$ cat config.mk
export PLATFORM = sky130hd
export DESIGN_NAME = hub_port_timeout
export DESIGN_NICKNAME = d
export VERILOG_FILES = /design/src/rtl/hub_to_pkg.sv /design/src/rtl/hub_to_pace.sv /design/src/rtl/hub_to_watch.sv /design/src/rtl/hub_port_timeout.sv
export SDC_FILE = /design/constraint.sdc
export NUM_CORES = 1
export LEC_CHECK = 0
export ABC_AREA = 1
export BUFFER_PORTS_ARGS = -buffer_cell sky130_fd_sc_hd__buf_2
export CELL_PAD_IN_SITES_DETAIL_PLACEMENT = 0
export CELL_PAD_IN_SITES_GLOBAL_PLACEMENT = 1
export CORE_UTILIZATION = 42
export CTS_CLUSTER_DIAMETER = 150
export DETAILED_ROUTE_END_ITERATION = 8
export GPL_ROUTABILITY_DRIVEN = 0
export PLACE_DENSITY_LB_ADDON = 0.1
export SKIP_LAST_GASP = 1
export SYNTH_ARGS = -nofsm -noshare
export SYNTH_HDL_FRONTEND = slang
export SYNTH_SLANG_ARGS = --single-unit
$ cat constraint.sdc
create_clock -name clk -period 2.5 [get_ports clk]
set_clock_uncertainty 0.1 [all_clocks]
set_input_delay 0.625 -clock clk [delete_from_list [all_inputs] [get_ports clk]]
set_output_delay 0.625 -clock clk [all_outputs]
set_load 0.05 [all_outputs]
$ cat src/rtl/hub_to_pkg.sv
package hub_to_pkg;

    typedef enum logic [1:0] {
        W_IDLE    = 2'd0,
        W_WAIT    = 2'd1,
        W_EXPIRED = 2'd2
    } watch_state_t;

    localparam int CODE_W  = 4;
    localparam int LIMIT_W = 16;

    // Tick count for a code: 2^(2*code+1) when the top bit is clear.
    function automatic logic [LIMIT_W-1:0] code_limit(input logic [CODE_W-1:0] code);
        if (code[3])
            return '0;
        return LIMIT_W'(1) << {code[2:0], 1'b1};
    endfunction

    function automatic logic code_live(input logic [CODE_W-1:0] code);
        return !code[3];
    endfunction

endpackage

$ cat src/rtl/hub_to_pace.sv
module hub_to_pace #(
    parameter int TICK_CYCLES = 125000,
    parameter int SLOW_MS     = 500,
    parameter int FAST_MS     = 125
) (
    input  logic clk,
    input  logic rst_n,
    output logic tick,
    output logic slow_on,
    output logic fast_on
);
    localparam int TW = (TICK_CYCLES > 1) ? $clog2(TICK_CYCLES) : 1;
    localparam int SW = (SLOW_MS > 1) ? $clog2(SLOW_MS) : 1;
    localparam int FW = (FAST_MS > 1) ? $clog2(FAST_MS) : 1;

    logic [TW-1:0] pre_q;
    logic [SW-1:0] slow_q;
    logic [FW-1:0] fast_q;

    assign tick = (pre_q == TW'(TICK_CYCLES - 1));

    always_ff @(posedge clk or negedge rst_n) begin
        if (!rst_n) begin
            pre_q  <= '0;
            slow_q <= '0;
            fast_q <= '0;
        end else begin
            pre_q <= tick ? '0 : pre_q + 1'b1;
            if (tick) begin
                slow_q <= (slow_q == SW'(SLOW_MS - 1)) ? '0 : slow_q + 1'b1;
                fast_q <= (fast_q == FW'(FAST_MS - 1)) ? '0 : fast_q + 1'b1;
            end
        end
    end

    // Off during the first quarter of each period.
    assign slow_on = (slow_q >= SW'(SLOW_MS / 4));
    assign fast_on = (fast_q >= FW'(FAST_MS / 4));

endmodule

$ cat src/rtl/hub_to_watch.sv
module hub_to_watch
    import hub_to_pkg::*;
(
    input  logic              clk,
    input  logic              rst_n,
    input  logic              tick,
    input  logic              enable,
    input  logic              restart,
    input  logic [CODE_W-1:0] code,
    input  logic              req,
    input  logic              reply,
    output logic              expire
);
    watch_state_t       state_q, state_d;
    logic [LIMIT_W-1:0] cnt_q;
    logic [LIMIT_W-1:0] limit;
    logic               live;
    logic               last_tick;

    assign limit     = code_limit(code);
    assign live      = code_live(code);
    assign last_tick = tick && live && (cnt_q == limit - 1'b1);

    always_ff @(posedge clk or negedge rst_n) begin
        if (!rst_n)
            state_q <= W_IDLE;
        else
            state_q <= state_d;
    end

    always_ff @(posedge clk or negedge rst_n) begin
        if (!rst_n)
            cnt_q <= '0;
        else if (state_q != W_WAIT)
            cnt_q <= '0;
        else if (tick && live)
            cnt_q <= cnt_q + 1'b1;
    end

    always_comb begin
        state_d = state_q;
        unique case (state_q)
            W_IDLE: begin
                if (enable && !restart && req)
                    state_d = W_WAIT;
            end
            W_WAIT: begin
                if (!enable || restart || reply)
                    state_d = W_IDLE;
                else if (last_tick)
                    state_d = W_EXPIRED;
            end
            W_EXPIRED: begin
                if (!enable || restart || reply)
                    state_d = W_IDLE;
            end
            default: state_d = W_IDLE;
        endcase
    end

    always_comb begin
        expire = (state_q == W_WAIT) && (state_d == W_EXPIRED);
    end

endmodule

$ cat src/rtl/hub_port_timeout.sv
module hub_port_timeout
    import hub_to_pkg::*;
#(
    parameter int NUM_PORTS   = 4,
    parameter int NUM_CHAN    = 4,
    parameter int CLK_HZ      = 125_000_000,
    parameter int TICK_CYCLES = CLK_HZ / 1000,
    parameter int SLOW_MS     = 500,
    parameter int FAST_MS     = 125,
    parameter int DATA_W      = 16,
    parameter logic [4*NUM_CHAN-1:0] CFG_RESET = 16'h106F
) (
    input  logic                          clk,
    input  logic                          rst_n,
    input  logic                          link_reset,
    input  logic [NUM_CHAN*NUM_PORTS-1:0] req_fwd,
    input  logic [NUM_CHAN*NUM_PORTS-1:0] reply_end,
    input  logic [NUM_PORTS-1:0]          link_up,
    input  logic                          reg_rd,
    input  logic                          reg_wr,
    input  logic [2:0]                    reg_addr,
    input  logic [DATA_W-1:0]             reg_wdata,
    output logic [DATA_W-1:0]             reg_rdata,
    output logic [NUM_PORTS-1:0]          led
);
    localparam int LANES = NUM_CHAN * NUM_PORTS;
    localparam int CFG_W = CODE_W * NUM_CHAN;
    localparam logic [2:0] ADDR_CFG  = 3'd4;
    localparam logic [2:0] ADDR_LOOK = 3'd5;
    localparam logic [2:0] ADDR_DIS  = 3'd6;

    logic [CFG_W-1:0]     cfg_q;
    logic [NUM_PORTS-1:0] look_q, dis_q;
    logic [LANES-1:0]     flag_q, flag_d, set_vec, clr_vec;
    logic [NUM_PORTS-1:0] any_flag;
    logic [DATA_W-1:0]    rd_mux;
    logic                 tick, slow_on, fast_on;

    hub_to_pace #(
        .TICK_CYCLES (TICK_CYCLES),
        .SLOW_MS     (SLOW_MS),
        .FAST_MS     (FAST_MS)
    ) pace_i (
        .clk     (clk),
        .rst_n   (rst_n),
        .tick    (tick),
        .slow_on (slow_on),
        .fast_on (fast_on)
    );

    for (genvar c = 0; c < NUM_CHAN; c++) begin : g_chan
        for (genvar p = 0; p < NUM_PORTS; p++) begin : g_port
            hub_to_watch watch_i (
                .clk     (clk),
                .rst_n   (rst_n),
                .tick    (tick),
                .enable  (!dis_q[p]),
                .restart (link_reset),
                .code    (cfg_q[c*CODE_W +: CODE_W]),
                .req     (req_fwd[c*NUM_PORTS + p]),
                .reply   (reply_end[c*NUM_PORTS + p]),
                .expire  (set_vec[c*NUM_PORTS + p])
            );
        end
    end

    always_ff @(posedge clk or negedge rst_n) begin
        if (!rst_n) begin
            cfg_q  <= CFG_RESET;
            look_q <= '0;
            dis_q  <= '0;
        end else if (reg_wr) begin
            case (reg_addr)
                ADDR_CFG:  cfg_q  <= reg_wdata[CFG_W-1:0];
                ADDR_LOOK: look_q <= reg_wdata[NUM_PORTS-1:0];
                ADDR_DIS:  dis_q  <= reg_wdata[NUM_PORTS-1:0];
                default: ;
            endcase
        end
    end

    always_comb begin
        clr_vec = '0;
        rd_mux  = '0;
        for (int c = 0; c < NUM_CHAN; c++) begin
            if (reg_addr == 3'(c)) begin
                clr_vec[c*NUM_PORTS +: NUM_PORTS] = {NUM_PORTS{reg_rd}};
                rd_mux[NUM_PORTS-1:0] = flag_q[c*NUM_PORTS +: NUM_PORTS];
            end
        end
        if (reg_addr == ADDR_CFG)  rd_mux[CFG_W-1:0]     = cfg_q;
        if (reg_addr == ADDR_LOOK) rd_mux[NUM_PORTS-1:0] = look_q;
        if (reg_addr == ADDR_DIS)  rd_mux[NUM_PORTS-1:0] = dis_q;
        // A set in the same cycle as the clear survives.
        flag_d = (flag_q & ~clr_vec) | set_vec;
    end

    always_ff @(posedge clk or negedge rst_n) begin
        if (!rst_n) begin
            flag_q    <= '0;
            reg_rdata <= '0;
        end else begin
            flag_q <= flag_d;
            if (reg_rd)
                reg_rdata <= rd_mux;
        end
    end

    always_comb begin
        any_flag = '0;
        for (int c = 0; c < NUM_CHAN; c++)
            any_flag = any_flag | flag_q[c*NUM_PORTS +: NUM_PORTS];
        for (int p = 0; p < NUM_PORTS; p++) begin
            if (dis_q[p])
                led[p] = 1'b0;
            else if (look_q[p])
                led[p] = fast_on;
            else if (any_flag[p])
                led[p] = slow_on;
            else
                led[p] = link_up[p];
        end
    end

endmodule

Word level (Yosys, flattened, before mapping)

Cells that the tools add are included.

Bits in registers: 377
Input bits: 60
Output and inout port bits: 20
Logic and storage cells: 435

$add $sub $neg: 23
$lt $le $gt $ge: 2
Equal/unequal tests: 89
Shifts and indexed selects: 4
Muxes and demuxes: 150
Bitwise gates (word level): 6
Reductions and logical operators: 121

Operators by type and width:

| cell                                                  | count |
|---|---|
| 2-to-1 mux 16 bit                                     | 41 |
| adder 16 x 1 -> 16 bit, second input constant         | 16 |
| equality test 16 bit                                  | 16 |
| 2-to-1 mux 2 bit                                      | 64 |
| one-hot mux 2 bit (3 select lines)                    | 16 |
| equality test 2 bit, second input constant            | 32 |
| left shift 1 x 4 -> 16 bit, first input constant      | 4 |
| subtractor 16 x 1 -> 16 bit, second input constant    | 4 |
| logical AND 1 bit                                     | 56 |
| 2-to-1 mux 4 bit                                      | 10 |
| equality test 2 x 1 -> 1 bit, second input constant   | 16 |
| zero test 2 bit                                       | 16 |
| inequality test 2 x 1 -> 1 bit, second input constant | 16 |
| nonzero test 2 bit                                    | 16 |
| logical OR 1 bit                                      | 20 |
| adder 17 x 1 -> 17 bit, second input constant         | 1 |
| equality test 17 bit, second input constant           | 1 |
| 2-to-1 mux 17 bit                                     | 1 |
| AND 16 bit                                            | 1 |
| 2-to-1 mux 1 bit                                      | 16 |
| inverter 16 bit                                       | 1 |
| OR 16 bit                                             | 1 |
| OR 4 bit                                              | 3 |
| adder 9 x 1 -> 9 bit, second input constant           | 1 |
| 13 further kinds                                      | 26 |

Depth between registers and ports, before layout

Word-level depth: 11
Depth in mapped cells: 18
Depth with buffers taken out: 15

Cells and area by module

A second synthesis with hierarchy kept.

Cell total of the unflattened synthesis: 3,678
Area, all modules: 26,392.8 um2

Modules (own cells, without submodules):

| module           | times used | cells an instance | area an instance (um2) | seq. area each (um2) |
|---|---|---|---|---|
| hub_to_watch     | 16         | 194               | 1,360.1                | 450.4 |
| hub_port_timeout | 1          | 282               | 2,598.7                | 1,410.1 |
| hub_to_pace      | 1          | 292               | 2,033.2                | 825.8 |

Worst setup path after synthesis

No wires, ideal clock.

Kind: reg-to-output
From: reg pace_i.slow_q[3]
To: out led[0]
Data arrival time: 1.903 ns
Required time: 1.775 ns
Path slack: -0.128 ns
Stages on the path, launching flop included: 7
Path buffers: 0
Cell sequence: dfrtp_1 nand2_1 nor2_1 inv_1 o31ai_1 mux2i_1 a21oi_1

Word-level cells in the longest chain between the ends: 4

RTL lines:

| element                      | line                    | text |
|---|---|---|
| start, declared              | hub_to_pace.sv:17       | `logic [SW-1:0] slow_q;` |
| start signal, assigned       | hub_to_pace.sv:30       | `slow_q <= (slow_q == SW'(SLOW_MS - 1)) ? '0 : slow_q + 1'b1;` |
| >= comparator 9 x 7 -> 1 bit | hub_to_pace.sv:37       | `assign slow_on = (slow_q >= SW'(SLOW_MS / 4));` |
| 2-to-1 mux 1 bit             | hub_port_timeout.sv:118 | `else if (any_flag[p])` |
| 2-to-1 mux 1 bit             | hub_port_timeout.sv:116 | `else if (look_q[p])` |
| 2-to-1 mux 1 bit             | hub_port_timeout.sv:114 | `if (dis_q[p])` |
| end, declared                | hub_port_timeout.sv:24  | `output logic [NUM_PORTS-1:0] led` |

No other way between the ends.

Final worst setup path

From: reg pace_i.slow_q[1]
To: out led[3]

The elaborated chain is that of the path after synthesis.

==> impl_metrics.py <==
metrics = {
    "outcome": {
        "status": "finished with violations",
        "violations": "setup timing",
    },
    "detailed_routing": {
        "drt-total-wl_um": 88600,
        "drc": 0,
        "detail_route.first_pass.iterations": 5,
        "avgViaCountPerCell": 5.42,
        "drt_iter0_markers": 2018,
        "wl_per_cell_um": 18.1,
        "ant_nets": 0,
        "vias": 26532,
    },
    "logic_synthesis": {
        "synth_seq_cells": 377,
        "syn_area_um2": 25800,
        "synth_simple_gate_area_share_pct": 40.6,
        "synth-compound-area-share_pct": 9.71,
        "synth_most_common_cell": "nand2_1",
        "seq_area_frac_synth_pct": 36.6,
        "synth_edf_count": 0,
        "synth.distinct_cells": 51,
        "yosysWarnings": 0,
        "synthMuxAreaShare_pct": 0.155,
        "yosys.area.top_type_share_pct": 35.9,
        "synth_ff_type": "dfrtp_1",
        "synth_cells": 3887,
        "ys_async_sr_fraction_pct": 100,
        "yosys.area_share.adder_pct": 1.21,
        "yosysTopAreaCell": "dfrtp_1",
        "synth-xor-area-share_pct": 2.34,
        "synth.area.top_cells": "dfrtp_1 (36%), nand2_1 (15%), nand3_1 (8.2%), inv_1 (7.1%), nor2_1 (6.8%)",
        "synth_common_cells": "nand2_1 (1012), inv_1 (490), nor2_1 (465), nand3_1 (424), dfrtp_1 (370)",
        "synth_top_family_by_area": "simple AND/OR/NAND/NOR gates",
        "synth_area_per_cell_um2": 6.64,
        "synthesis.nets": 3972,
    },
    "timing": {
        "fin_crit_ps": 2910,
        "finalMaxSlewViolations": 0,
        "worst_pin_slew_ps": 705,
        "fmax_mhz": 344,
        "whs_ps": 161,
        "worst_slack_ps": -410,
        "finalSetupViolCount": 4,
        "hold_viol_final": 0,
        "rsz0062_at_grt": "true",
        "slew_headroom_pct": 52.6,
        "finalCritPeriodShare_pct": 116,
    },
    "die": {
        "rows": 90,
        "initial_core_util_pct": 42.6,
        "die_y_um": 250,
        "dieWidth_um": 250,
        "dieArea_um2": 62500,
        "io_pins": 80,
        "core_um2": 60600,
    },
    "cells_and_area": {
        "drive_above_1_share_pct": 11.5,
        "postLayoutCoreUtil_pct": 49.5,
        "finalNonFillerCells": 4892,
        "final_nets": 4158,
        "antennaDiodeCount": 0,
        "syn2layout_area_growth_pct": 16.2,
    },
    "global_routing": {
        "grt_antenna_before_repair": 3,
        "grt_first_pass_wirelength_um": 141000,
        "grt_pass1_vias": 24808,
        "globalRoute.totalOverflow": 0,
        "track_usage_pct": 28.4,
        "grt_max_degree": 52,
    },
    "power": {
        "p_per_area_nw_per_um2": 569,
        "p_leak_nw": 13.8,
        "irDropWorstVdd_v": 0.000447,
        "power_w": 0.0171,
    },
    "critical_path": {
        "r2r_cells": 11,
        "max_stage_delay_ps": 380,
        "regToRegEndpoint": "flag_q[4]$_DFF_PN0_",
        "worstReg2RegStart": "cfg_q[6]$_DFFE_PN1P_",
        "cp-end-kind": "output port",
        "startpoint_type": "flip-flop",
        "arrival_ps": 2180,
        "crit_slowest_cell": "dfrtp_1",
        "path_cells": "inv_2 > ha_4 > nor3_2 > o31ai_1 > buf_4 > mux2i_4 > a21oi_4 > buf_12",
        "reg2reg_setup_slack_ps": 130,
        "path_class": "reg -> out",
        "worstPathRequired_ps": 1770,
        "worstPathMaxFanout": 4,
    },
    "placement": {
        "dp_cells": 4793,
        "dp_hpwl_um": 66500,
        "io_buffer_count": 79,
        "dpl_worst_slack_ps": -76.7,
    },
    "clock_tree": {
        "insertion_delay_ps": 600,
        "clockRootBuffer": "clkbuf_16",
        "cts_buffers": 46,
        "clock-sinks": 377,
        "clkTransAtPathRegs_ps": 60,
        "cts_htree_levels": 2,
        "cts_tree": "built",
        "clockBufferDepth": 3,
    },
    "worst_hold_path": {
        "holdCritStartpoint": "req_fwd[12]",
        "min_to": "g_chan[3].g_port[0].watch_i.state_q[0]$_DFF_PN0_",
        "hold_path_class": "in -> reg",
        "worstHoldPathCells": 3,
    },
    "run": {
        "maxCapViolations": 0,
    },
}
-- how the worst max path moves through the flow --
| stage | start | endpoint | slack, ps |
|---|---|---|---|
| 6_report | pace_i.slow_q[1]$_DFFE_PN0N_ | led[3] | -410 |
| 5_1_grt | pace_i.slow_q[3]$_DFFE_PN0N_ | led[3] | -470 |
| 4_1_cts | pace_i.slow_q[1]$_DFFE_PN0N_ | led[3] | -400 |
| 3_5_place_dp | pace_i.fast_q[0]$_DFFE_PN0N_ | led[0] | -80 |
| 3_3_place_gp | pace_i.fast_q[0]$_DFFE_PN0N_ | led[0] | -130 |
| 2_1_floorplan | cfg_q[2]$_DFFE_PN1P_ | g_chan[0].g_port[3].watch_i.state_q[0]$_DFF_PN0_ | 110 |
-- area by class of cell --
type / count / area (µm²)
Timing Repair Buffer: 241 / 1820
Fill cell: 6327 / 30600
Inverter: 500 / 1890
Tap cell: 782 / 978
Clock buffer: 70 / 1450
Sequential cell: 377 / 9450
Multi-Input combinational cell: 2907 / 14200
Clock inverter: 15 / 178
-- per-stage QoR --
| stage | TNS (ps) | instance area [µm²] |
|---|---|---|
| CTS | -1590 | 29800 |
| global route | -1730 | 30000 |
| detailed placement | -169 | 28000 |
| floorplan | 0 | 25800 |
| global placement | -336 | 28000 |
| finish | -1540 | 30000 |
-- metal layers --
layer	track usage [%]	wire length (µm)	up-vias
li1	-	-	13182
met4	8.38	2350	6
met5	0	31	-
met3	3.81	5390	131
met1	41.5	42000	12473
met2	43.6	38800	740
-- registers in the layout (all words and copies together) (netlist names) --
register and flops:
pace_i.slow_q 9, pace_i.pre_q 17, g_chan.g_port.watch_i.state_q 32, g_chan.g_port.watch_i.cnt_q 256
dis_q 4, reg_rdata 16, pace_i.fast_q 7, look_q 4
flag_q 16, cfg_q 16
-- timing repair --
item                                   CTS  global route
gates resized for setup                 22            43
endpoints found under the hold margin   31             0
setup endpoints to repair                4            63
buffers inserted                         4             9
hold buffers                             1             0
pin swaps                                6            14
-- critical path, delay by kind of cell, from the launching register on --
kind                     cells  cell delay, ps
AO/OA/AOI/OAI                2             460
adder cells (fa/ha/maj)      1             120
buffers and inverters        3             490
flip-flops                   1             380
multiplexers                 1             100
AND/OR/NAND/NOR              1              40
-- logic make-up (layout without fill, tap and decap cells) --
group                      count (synthesis)  count (layout)
and+or+nand+nor                         2337            2337
buffers and inverters                    603             826
AOI/OAI and AO/OA                        472             472
DFF                                      377             377
xor gates and xnor gates                  69              69
adders and majority gates                 25              25
muxes                                      4               4
-- placed cells by master (no fill, tap or decap), types with 4 or more instances in the layout --
| cell | Yosys | layout |
|---|---|---|
| nand3_1 | 424 | 423 |
| nor3_1 | 105 | 101 |
| nand2_2 | 18 | 32 |
| buf_4 | 13 | 149 |
| clkbuf_8 | 0 | 14 |
| nor2_4 | 5 | 9 |
| a21oi_2 | 7 | 13 |
| bufinv_16 | 0 | 4 |
| inv_1 | 490 | 484 |
| ha_4 | 0 | 5 |
| nand2_4 | 5 | 5 |
| dfstp_2 | 7 | 7 |
| clkbuf_1 | 37 | 7 |
| nor2_8 | 4 | 4 |
| o22ai_1 | 6 | 6 |
| o21ai_0 | 284 | 284 |
| o21ai_2 | 4 | 4 |
| a21oi_1 | 127 | 117 |
| dfrtp_1 | 370 | 368 |
| nand2_1 | 1012 | 998 |
| or2_2 | 14 | 14 |
| nand4_1 | 221 | 221 |
| nand3b_1 | 21 | 21 |
| o2111ai_1 | 6 | 6 |
| clkinv_2 | 1 | 11 |
| nand3_4 | 4 | 4 |
| buf_12 | 0 | 14 |
| buf_2 | 38 | 74 |
| o21ai_1 | 16 | 16 |
| xor2_1 | 67 | 67 |
| nand3_2 | 7 | 8 |
| nor3_2 | 3 | 6 |
| o31ai_1 | 13 | 13 |
| inv_2 | 7 | 11 |
| ha_1 | 25 | 19 |
| clkbuf_16 | 0 | 49 |
| nor2_2 | 12 | 12 |
| a21oi_4 | 2 | 6 |
| nor4_1 | 12 | 11 |
| nor2_1 | 465 | 461 |
-- power by group --
group	total (W)	internal, W	switching (W)
clock	0.00723	0.00438	0.00285
sequential	0.00638	0.00624	0.000139
combinational	0.00345	0.00108	0.00237
(Power assumes the default switching activity.)
